===== src/rtl/pi_pkg.sv =====
package pi_pkg;

    typedef logic [3:0] bcd_t;

    // Datapath operation selected by the sequencer for the current cycle
    typedef enum logic [2:0] {
        OP_IDLE,
        OP_CLR,
        OP_LOAD,
        OP_TERM,
        OP_ACC,
        OP_POW,
        OP_DBL
    } op_e;

    typedef enum logic [3:0] {
        ST_IDLE,
        ST_CLR,
        ST_LOAD,
        ST_TERM,
        ST_ACC,
        ST_POW,
        ST_DBL1,
        ST_DBL2,
        ST_DONE
    } st_e;

endpackage


===== src/rtl/pi_div_cell.sv =====
// One digit stage of a long division by a small integer.
// Takes the remainder from the more significant neighbour and
// emits a quotient digit and a remainder for the next one down.
module pi_div_cell
    import pi_pkg::*;
#(
    parameter int KW = 7
) (
    input  logic [KW-1:0] rem_i,
    input  bcd_t          dig_i,
    input  logic [KW-1:0] dvs_i,
    output bcd_t          quo_o,
    output logic [KW-1:0] rem_o
);

    localparam int NW = KW + 4;

    logic [NW-1:0] num;
    logic [NW-1:0] dvs_ext;

    always_comb begin
        num     = ({4'b0000, rem_i} << 3) + ({4'b0000, rem_i} << 1)
                + {{KW{1'b0}}, dig_i};
        dvs_ext = {4'b0000, dvs_i};
        quo_o   = 4'(num / dvs_ext);
        rem_o   = KW'(num % dvs_ext);
    end

endmodule


===== src/rtl/pi_add_cell.sv =====
// One digit stage of a decimal add or subtract.
// cy_i / cy_o carry a carry when adding and a borrow when subtracting.
module pi_add_cell
    import pi_pkg::*;
(
    input  bcd_t a_i,
    input  bcd_t b_i,
    input  logic sub_i,
    input  logic cy_i,
    output bcd_t d_o,
    output logic cy_o
);

    logic [4:0] rhs;
    logic [4:0] tot;

    always_comb begin
        rhs = {1'b0, b_i} + {4'b0000, cy_i};
        if (sub_i) begin
            if ({1'b0, a_i} < rhs) begin
                tot  = {1'b0, a_i} + 5'd10 - rhs;
                cy_o = 1'b1;
            end else begin
                tot  = {1'b0, a_i} - rhs;
                cy_o = 1'b0;
            end
        end else begin
            tot = {1'b0, a_i} + rhs;
            if (tot >= 5'd10) begin
                tot  = tot - 5'd10;
                cy_o = 1'b1;
            end else begin
                cy_o = 1'b0;
            end
        end
        d_o = 4'(tot);
    end

endmodule


===== src/rtl/pi_seq.sv =====
// Term sequencer: walks both arctan series and the final doubling.
module pi_seq
    import pi_pkg::*;
#(
    parameter int KW    = 7,
    parameter int ARG_A = 2,
    parameter int ARG_B = 3
) (
    input  logic          clk,
    input  logic          rst_n,
    input  logic          start_i,
    input  logic          pzero_i,
    output op_e           op_o,
    output logic [KW-1:0] dvs_o,
    output logic          neg_o,
    output logic          busy_o,
    output logic          done_o
);

    localparam logic [KW-1:0] XA  = KW'(ARG_A);
    localparam logic [KW-1:0] XB  = KW'(ARG_B);
    localparam logic [KW-1:0] XA2 = KW'(ARG_A * ARG_A);
    localparam logic [KW-1:0] XB2 = KW'(ARG_B * ARG_B);

    typedef struct packed {
        st_e           st;
        logic [KW-1:0] k;
        logic          second;
        logic          neg;
    } seq_t;

    seq_t seq_q, seq_d;
    op_e  op_d;
    logic [KW-1:0] dvs_d;

    always_comb begin
        seq_d = seq_q;
        op_d  = OP_IDLE;
        dvs_d = '0;
        case (seq_q.st)
            ST_IDLE, ST_DONE: begin
                if (start_i) seq_d.st = ST_CLR;
            end
            ST_CLR: begin
                op_d         = OP_CLR;
                seq_d.st     = ST_LOAD;
                seq_d.second = 1'b0;
                seq_d.k      = KW'(1);
                seq_d.neg    = 1'b0;
            end
            ST_LOAD: begin
                op_d     = OP_LOAD;
                dvs_d    = seq_q.second ? XB : XA;
                seq_d.st = ST_TERM;
            end
            ST_TERM: begin
                if (pzero_i) begin
                    if (!seq_q.second) begin
                        seq_d.second = 1'b1;
                        seq_d.k      = KW'(1);
                        seq_d.neg    = 1'b0;
                        seq_d.st     = ST_LOAD;
                    end else begin
                        seq_d.st = ST_DBL1;
                    end
                end else begin
                    op_d     = OP_TERM;
                    dvs_d    = seq_q.k;
                    seq_d.st = ST_ACC;
                end
            end
            ST_ACC: begin
                op_d     = OP_ACC;
                seq_d.st = ST_POW;
            end
            ST_POW: begin
                op_d      = OP_POW;
                dvs_d     = seq_q.second ? XB2 : XA2;
                seq_d.k   = seq_q.k + KW'(2);
                seq_d.neg = !seq_q.neg;
                seq_d.st  = ST_TERM;
            end
            ST_DBL1: begin
                op_d     = OP_DBL;
                seq_d.st = ST_DBL2;
            end
            ST_DBL2: begin
                op_d     = OP_DBL;
                seq_d.st = ST_DONE;
            end
            default: seq_d.st = ST_IDLE;
        endcase
    end

    always_ff @(posedge clk) begin
        if (!rst_n) begin
            seq_q <= '{st: ST_IDLE, k: '0, second: 1'b0, neg: 1'b0};
        end else begin
            seq_q <= seq_d;
        end
    end

    assign op_o   = op_d;
    assign dvs_o  = dvs_d;
    assign neg_o  = seq_q.neg;
    assign done_o = (seq_q.st == ST_DONE);
    assign busy_o = (seq_q.st != ST_DONE) && (seq_q.st != ST_IDLE);

endmodule


===== src/rtl/pi_engine.sv =====
// Top: digit chain datapath plus sequencer.
module pi_engine
    import pi_pkg::*;
#(
    parameter int NDIG   = 20,
    parameter int GUARD  = 2,
    parameter int ADDR_W = 5,
    parameter int ARG_A  = 2,
    parameter int ARG_B  = 3
) (
    input  logic              clk,
    input  logic              rst_n,
    input  logic              start,
    input  logic [ADDR_W-1:0] rd_addr,
    output logic              done,
    output logic [3:0]        rd_digit
);

    localparam int W  = NDIG + GUARD;
    localparam int KW = $clog2(4 * W + 8);

    typedef struct packed {
        logic [W-1:0][3:0] pw;
        logic [W-1:0][3:0] tm;
        logic [W-1:0][3:0] sm;
    } dp_t;

    dp_t dp_q, dp_d;

    op_e           op;
    logic [KW-1:0] dvs;
    logic          neg;
    logic          busy;
    logic          pzero;

    logic [W-1:0][3:0]  div_in;
    logic [W-1:0][3:0]  div_out;
    logic [W-1:0][3:0]  as_b;
    logic [W-1:0][3:0]  as_out;
    logic [W-1:0][KW-1:0] rem_in;
    logic [KW-1:0]      rem_tail;
    logic [W-1:0]       cy_in;
    logic               carry_top;
    logic               as_sub;

    assign pzero  = (dp_q.pw == '0);
    assign as_sub = (op == OP_ACC) && neg;

    pi_seq #(
        .KW    (KW),
        .ARG_A (ARG_A),
        .ARG_B (ARG_B)
    ) u_seq (
        .clk     (clk),
        .rst_n   (rst_n),
        .start_i (start),
        .pzero_i (pzero),
        .op_o    (op),
        .dvs_o   (dvs),
        .neg_o   (neg),
        .busy_o  (busy),
        .done_o  (done)
    );

    // Cell 0 is the units digit, cell W-1 the least significant guard digit.
    for (genvar g = 0; g < W; g++) begin : g_cell
        logic [KW-1:0] rem_out;
        logic          cy_out;

        assign div_in[g] = (op == OP_LOAD) ? ((g == 0) ? 4'd1 : 4'd0) : dp_q.pw[g];
        assign as_b[g]   = (op == OP_DBL) ? dp_q.sm[g] : dp_q.tm[g];

        pi_div_cell #(.KW(KW)) u_div (
            .rem_i (rem_in[g]),
            .dig_i (div_in[g]),
            .dvs_i (dvs),
            .quo_o (div_out[g]),
            .rem_o (rem_out)
        );

        pi_add_cell u_add (
            .a_i   (dp_q.sm[g]),
            .b_i   (as_b[g]),
            .sub_i (as_sub),
            .cy_i  (cy_in[g]),
            .d_o   (as_out[g]),
            .cy_o  (cy_out)
        );

        if (g == 0) begin : g_top
            assign rem_in[g] = '0;
            assign carry_top = cy_out;
        end else begin : g_mid
            assign rem_in[g]  = g_cell[g-1].rem_out;
            assign cy_in[g-1] = cy_out;
        end

        if (g == W - 1) begin : g_bot
            assign rem_tail = rem_out;
            assign cy_in[g] = 1'b0;
        end
    end

    always_comb begin
        dp_d = dp_q;
        case (op)
            OP_CLR:          dp_d.sm = '0;
            OP_LOAD, OP_POW: dp_d.pw = div_out;
            OP_TERM:         dp_d.tm = div_out;
            OP_ACC, OP_DBL:  dp_d.sm = as_out;
            default:         dp_d = dp_q;
        endcase
    end

    always_ff @(posedge clk) begin
        if (!rst_n) begin
            dp_q <= '0;
        end else begin
            dp_q <= dp_d;
        end
    end

    // Read port: visible digits only, guard digits read as zero.
    always_comb begin
        rd_digit = 4'd0;
        for (int i = 0; i < NDIG; i++) begin
            if (rd_addr == ADDR_W'(i)) rd_digit = dp_q.sm[i];
        end
    end

endmodule


===== config.mk =====
export PLATFORM = sky130hd
export DESIGN_NAME = pi_engine
export DESIGN_NICKNAME = d
export VERILOG_FILES = /design/src/rtl/pi_pkg.sv /design/src/rtl/pi_div_cell.sv /design/src/rtl/pi_add_cell.sv /design/src/rtl/pi_seq.sv /design/src/rtl/pi_engine.sv
export SDC_FILE = /design/constraint.sdc
export NUM_CORES = 2
export LEC_CHECK = 0
export BUFFER_PORTS_ARGS = -buffer_cell sky130_fd_sc_hd__buf_2
export CAP_MARGIN = 25
export CORE_MARGIN = 2
export CORE_UTILIZATION = 25
export CTS_CLUSTER_DIAMETER = 40
export DETAILED_ROUTE_END_ITERATION = 16
export PLACE_DENSITY = 0.4
export SLEW_MARGIN = 20
export SYNTH_ARGS = -nofsm -noshare
export SYNTH_HDL_FRONTEND = slang
export SYNTH_SLANG_ARGS = --single-unit
export TNS_END_PERCENT = 100

===== constraint.sdc =====
create_clock -name clk -period 859 [get_ports clk]
set_input_delay 0 -clock clk [delete_from_list [all_inputs] [get_ports clk]]
set_output_delay 0 -clock clk [all_outputs]
set_load 0.02 [all_outputs]

* Word-level counts from Yosys, hierarchy flattened
Index checks and enable logic that the tools add are counted.
** Storage, ports and cells
- Input port bits :: 8
- Flip-flop bits (word level) :: 277
- Output and inout port bits :: 5
- Word-level logic and storage cells :: 591
** Cells by class
- Muxes and demuxes :: 209
- Eq/ne operators :: 36
- $lt $le $gt $ge :: 44
- Divide/modulo/power cells :: 43
- Reduce and logical (&&, ||, !) cells :: 15
- Add/subtract/negate cells :: 174
** Operator list (count)
- 4-bit 2-to-1 mux :: 133
- 10-bit by 8-bit adder with 11-bit output :: 21
- 11-bit by 4-bit adder with 11-bit output :: 21
- 11-bit by 7-bit divider with 11-bit output :: 21
- 11-bit by 7-bit modulo with 11-bit output :: 20
- 88-bit case mux with 2 select lines :: 1
- 4-bit subtractor :: 44
- 5-bit by 4-bit greater-or-equal comparator with 1-bit output, second input constant :: 22
- 4-bit by 1-bit adder with 5-bit output :: 21
- 4-bit by 5-bit adder with 5-bit output :: 21
- 4-bit by 5-bit less-than comparator with 1-bit output :: 21
- 4-bit adder, second input constant :: 22
- 88-bit zero test :: 1
- 4-bit subtractor, second input constant :: 22
- 1-bit 2-to-1 mux :: 64
- 7-bit case mux with 3 select lines :: 2
- 5-bit by 4-bit equality test with 1-bit output, second input constant :: 8
- 4-bit case mux with 7 select lines :: 1
- 5-bit by 3-bit equality test with 1-bit output, second input constant :: 4
- 5-bit equality test, second input constant :: 4
- 9-bit 2-to-1 mux :: 2
- 3-bit case mux with 6 select lines :: 1
- 4-bit by 3-bit equality test with 1-bit output, second input constant :: 4
- 4-bit by 7-bit divider with 11-bit output :: 1
- other kinds (27) :: 39

* Depth between registers and ports, before layout
- Word-level depth :: 115
- Depth in mapped cells :: 2773
- Gate-level depth less buffers :: 2646

* Modules after synthesis
A second synthesis with hierarchy kept.
** Unflattened totals
- Cells, all modules :: 12923
- Area, all modules :: 100874.2 um2
** Modules (own cells, without submodules)
- pi_div_cell (g_cell[0].u_div ...) :: area an instance 3352.0 um2, cells each 441, instances 6, seq. area each 0.0 um2
- pi_div_cell (g_cell[21].u_div ...) :: area an instance 3279.4 um2, cells each 433, instances 5, seq. area each 0.0 um2
- pi_add_cell :: area an instance 609.3 um2, cells each 73, instances 22, seq. area each 0.0 um2
- pi_engine :: area an instance 12439.4 um2, cells each 1459, instances 1, seq. area each 5285.1 um2
- pi_div_cell (g_cell[19].u_div ...) :: area an instance 3492.1 um2, cells each 462, instances 2, seq. area each 0.0 um2
- pi_div_cell (g_cell[8].u_div) :: area an instance 3722.3 um2, cells each 505, instances 1, seq. area each 0.0 um2
- pi_div_cell (g_cell[16].u_div) :: area an instance 3538.4 um2, cells each 446, instances 1, seq. area each 0.0 um2
- pi_div_cell (g_cell[9].u_div) :: area an instance 3519.6 um2, cells each 470, instances 1, seq. area each 0.0 um2
- pi_div_cell (g_cell[17].u_div) :: area an instance 3455.8 um2, cells each 452, instances 1, seq. area each 0.0 um2
- pi_div_cell (g_cell[20].u_div) :: area an instance 3437.0 um2, cells each 456, instances 1, seq. area each 0.0 um2
- pi_div_cell (g_cell[13].u_div) :: area an instance 3330.7 um2, cells each 432, instances 1, seq. area each 0.0 um2
- pi_div_cell (g_cell[6].u_div) :: area an instance 3324.4 um2, cells each 433, instances 1, seq. area each 0.0 um2
- pi_div_cell (g_cell[18].u_div) :: area an instance 3276.9 um2, cells each 413, instances 1, seq. area each 0.0 um2
- pi_div_cell (g_cell[7].u_div) :: area an instance 3216.8 um2, cells each 421, instances 1, seq. area each 0.0 um2
- pi_seq :: area an instance 714.4 um2, cells each 95, instances 1, seq. area each 260.2 um2

* Least setup slack after synthesis
Ideal clock, no wire load.
- Path type :: flip-flop to flip-flop
- Start :: register dp_q[256] (netlist name)
- End :: register dp_q[260] (netlist name)
- Path buffers :: 132
- Data arrival time :: 476000 ps
- Setup time :: 126 ps
- Required time :: 858874 ps
- Setup slack :: 382875 ps
- Stages on the path, launching flop included :: 2614
- Clock period less this slack :: 476125 ps
- Cell sequence :: dfxtp_1 -> nor4_2 -> nand4_1 -> nor4_4 -> a21oi_1 -> buf_4 -> clkbuf_1 -> a21boi_0 -> ha_1 -> o21ai_0 -> or2b_1 -> nand2_1 -> o21bai_1 -> ha_1 -> a21oi_1 -> nand2_2 -> a311oi_2 -> a211oi_2 -> [... 2578 more ...] -> nor2b_1 -> nor2_1 -> nand2_1 -> nor4b_1 -> o211ai_2 -> or2_1 -> buf_6 -> mux2_4 -> ha_1 -> a21o_1 -> a21oi_1 -> nor2b_1 -> o21ai_0 -> nand2b_1 -> a21oi_1 -> nand2_1 -> o211ai_1 -> o41ai_1
** On the way
- Cells in the longest elaborated chain, start to end :: 69
- Elaborated cells between the ends (all ways) :: 94
- Classes of those cells :: add/sub (42); div (22); eq/ne (2); mux (26); reduce/logical (2)
** Ends and longest elaborated chain
- start, declared :: RTL line pi_engine.sv:28 : dp_t dp_q, dp_d;
- start signal, assigned :: RTL line pi_engine.sv:119 : dp_q <= dp_d;
- 88-bit zero test :: RTL line pi_engine.sv:46 : assign pzero = (dp_q.pw == '0);
- 2-bit 2-to-1 mux :: RTL line pi_seq.sv:57 : if (pzero_i) begin
- 3-bit case mux with 6 select lines :: RTL line pi_seq.sv:40 : case (seq_q.st)
- 3-bit by 2-bit equality test with 1-bit output :: RTL line pi_engine.sv:70, pi_engine.sv:106
- 4-bit 2-to-1 mux :: RTL line pi_engine.sv:70 : assign div_in[g] = (op == OP_LOAD) ? ((g == 0) ? 4'd1 : 4'd0) : dp_q.pw[g];
- 4-bit by 7-bit modulo with 11-bit output :: RTL line pi_div_cell.sv:26 : rem_o = KW'(num % dvs_ext);
- 10-bit by 8-bit adder with 11-bit output :: RTL line pi_div_cell.sv:22 : num = ({4'b0000, rem_i} << 3) + ({4'b0000, rem_i} << 1)
- 11-bit by 4-bit adder with 11-bit output :: RTL line pi_div_cell.sv:23 : + {{KW{1'b0}}, dig_i};
- [... 53 more ...]
- 11-bit by 4-bit adder with 11-bit output :: RTL line pi_div_cell.sv:23
- 11-bit by 7-bit modulo with 11-bit output :: RTL line pi_div_cell.sv:26
- 10-bit by 8-bit adder with 11-bit output :: RTL line pi_div_cell.sv:22
- 11-bit by 4-bit adder with 11-bit output :: RTL line pi_div_cell.sv:23
- 11-bit by 7-bit modulo with 11-bit output :: RTL line pi_div_cell.sv:26
- 10-bit by 8-bit adder with 11-bit output :: RTL line pi_div_cell.sv:22
- 11-bit by 4-bit adder with 11-bit output :: RTL line pi_div_cell.sv:23
- 11-bit by 7-bit divider with 11-bit output :: RTL line pi_div_cell.sv:25 : quo_o = 4'(num / dvs_ext);
Parallel ways exist; a longest one is shown, timed or not.
A chain may end at the register's enable or synchronous reset.

==> out/qor.csv <==
stage,metric,value,unit
run_status,status,finished clean,
timing,final-setup-viol-count,0,
clock_network,cts_buffers,94,
timing,period_share,61.8,%
routing,vias_per_cell,5.02,
floorplan,dieWidth,615,um
routing,wire_per_inst,18.7,um
finish,area_growth,9.90,%
floorplan,start_util,25.1,%
timing,finalClockSkew,0.0381,ns
logic_synthesis,ys_warn_count,0,
routing,dr_total_vias,88393,
grt,antenna_found_initial,20,
routing,drt_iter0_markers,4661,
finish,fillers,40992,
clock_network,htree_levels,3,
logic_synthesis,syn_area_per_cell,7.39,um^2
critical_path,critPathLaunch,dp_q[231],
floorplan,die_h,615,um
logic_synthesis,synth-seq-cells,277,
finish,seq_area,5550,um^2
timing,slew_headroom,19.6,%
floorplan,pin_count,13,
logic_synthesis,synth_top_area_share,24.7,%
clock_network,cts_buffer_depth,3,
floorplan,dieArea,378000,um^2
flow_run,cap_violations,0,
timing,rsz0062_at_grt,no,
placement,hpwl,262,mm
logic_synthesis,ys.flop_type,dfxtp_1,
critical_path,crit_required,859.55,ns
routing,ant_nets,0,
logic_synthesis,synth_commonest_cells,"ha_1, nor2_1, nand2_1, a21oi_1, o21ai_0",
logic_synthesis,netlist_area,93300,um^2
routing,wl,330,mm
clock_network,clock_latency,0.73,ns
critical_path,critPathMaxFanout,98,
critical_path,slowest_stage,nor4_1,
grt,grt_pass1_wl,511,mm
routing,firstDrtPassIters,5,
logic_synthesis,synth_most_common_cell,ha_1,
timing,slew_violations,0,
clock_network,cts_root_buffer,clkbuf_16,
critical_path,path_common_cell,o21a_1,
clock_network,cts_tree,yes,
logic_synthesis,synth_edf_count,0,
critical_path,critPathMaxStageDelay,1.10,ns
floorplan,fp-row-count,224,
critical_path,critical_path_class,register to register,
grt,globalRouteOverflowTotal,0,
clock_network,clk_pin_slew,0.04,ns
timing,hold_violations,0,
critical_path,crit_end,dp_q[172],
critical_path,worstSetupEndpointType,register,
timing,clock.fmax,1.88,MHz
floorplan,core_area,372000,um^2
timing,fin_crit,531.21,ns
hold_path,hold_depth,5,
finish,final_layout_size_suffix_gt1_share,7.66,%
placement,gp_congestion,0.811,
grt,grt_pass1_vias,85898,
logic_synthesis,synth_area_leaders,"ha_1, dfxtp_1, a21oi_1",
logic_synthesis,ys_seq_area_share,5.95,%
placement,port_buffers,12,
logic_synthesis,postSynthCellCount,12616,
critical_path,crit_arrival,531.76,ns
hold_path,hold_class,input pin to register,
logic_synthesis,synth.largest_area_cell,ha_1,
logic_synthesis,synth_cell_types,182,
grt,grt_util_all_layers,16.9,%
grt,grt_max_degree,99,
critical_path,setup.worst_path.start_class,register,
timing,setup_tns,0,ns
logic_synthesis,synthArstFlopShare,0,%
clock_network,cts.sinks,277,
clock_network,cts_setup_buffers,0,
finish,final_nets,14541,
finish,multiInputGateArea,83600,um^2
routing,drc_errors,0,
## repair_timing
action                                  in CTS  in global routing
resized for setup                            0                  0
endpoints found under the setup margin       0                  0
hold buffers                                 2                  0
hold endpoints to repair                    12                  0
## worst min-delay path by stage
stage,start,to,slack [ns]
2_1_floorplan,start,u_seq.seq_q[12],0.19
3_3_place_gp,start,u_seq.seq_q[12],0.36
3_5_place_dp,start,u_seq.seq_q[12],0.37
4_1_cts,start,u_seq.seq_q[12],0.13
5_1_grt,start,u_seq.seq_q[12],0.19
6_report,start,u_seq.seq_q[12],0.18
## cells in the final DEF (no fill, tap or decap), types with 83 or more instances in the layout
cell type and n:
o31ai_1 222, ha_1 1845, o21ai_1 87, inv_1 637
mux2i_1 192, nor3_1 596, clkbuf_16 94, o211ai_1 140
nand2b_1 190, a21o_1 265, nor2_1 1238, xor2_1 320
nand2_1 1187, buf_4 152, o21bai_1 104, xnor2_1 475
nor2b_1 228, a21oi_1 937, fa_1 130, dfxtp_1 277
o21a_1 576, a211oi_1 182, mux2_2 122, nand3_1 159
or3_1 83, and2_1 115, o21ai_0 762, nand4_1 83
## registers in the layout, summed over array words and instances (netlist names)
name and count:
u_seq.neg_o 1, u_seq.seq_q 12, dp_q 264
## logic make-up (layout without fill, tap and decap cells)
logic type                 count (synthesis)  in the layout  share of synthesized area [%]
and+or+nand+nor                         4374           4374                           22.7
AOI/OAI and AO/OA                       3859           3859                           27.5
adders and majority gates               1977           1977                           27.6
buffers and inverters                    978            994                           4.71
xor gates and xnor gates                 796            796                           7.48
muxes                                    354            354                           4.12
DFF                                      277            277                           5.95
other                                      1             13                        0.00402
## per-layer routing
| metal | track usage (%) | vias up | share of wire (%) |
|---|---|---|---|
| li1 | - | 46011 | - |
| met1 | 23.8 | 41201 | 50 |
| met2 | 28.8 | 1005 | 46 |
| met3 | 0.979 | 176 | 2.9 |
| met4 | 2.46 | 0 | 1.3 |
| met5 | 0 | - | 0 |
## cell type report
class                      instances  share of cell area, %
antenna                            6                 0.0146
clock buffer                     117                   2.46
clock inverter                    59                  0.850
inverter                         648                   2.40
multi-input combinational      11367                   81.5
sequential                       277                   5.41
tap                             4972                   6.07
timing repair buffer             170                   1.25
## stage by stage
| stage | worst slack [ns] | hold slack, ns | cells | utilization, % | instance area, um^2 |
|---|---|---|---|---|---|
| floorplan | 382.88 | 0.189 | 12622 | - | 93300 |
| global placement | 329.30 | 0.361 | 17429 | 26.6 | 99100 |
| detailed placement | 328.64 | 0.368 | 17430 | 26.6 | 99100 |
| CTS | 326.74 | 0.133 | 17608 | 27.6 | 102000 |
| global route | 273.87 | 0.187 | 17610 | 27.6 | 102000 |
| finish | 327.79 | 0.180 | 17616 | 27.6 | 103000 |
## worst max-delay path, delay by kind of cell, from the launching register on
kind                     cells  cell delay (ns)
flip-flops                   1             0.53
adder cells (fa/ha/maj)     83            27.77
multiplexers                10             2.82
AO/OA/AOI/OAI              383            83.23
AND/OR/NAND/NOR            207            36.80
buffers and inverters       47             5.99
Power is left out: the tool's default activity adds up to more than one toggle a clock period on the data nets, which glitch-free logic cannot reach.
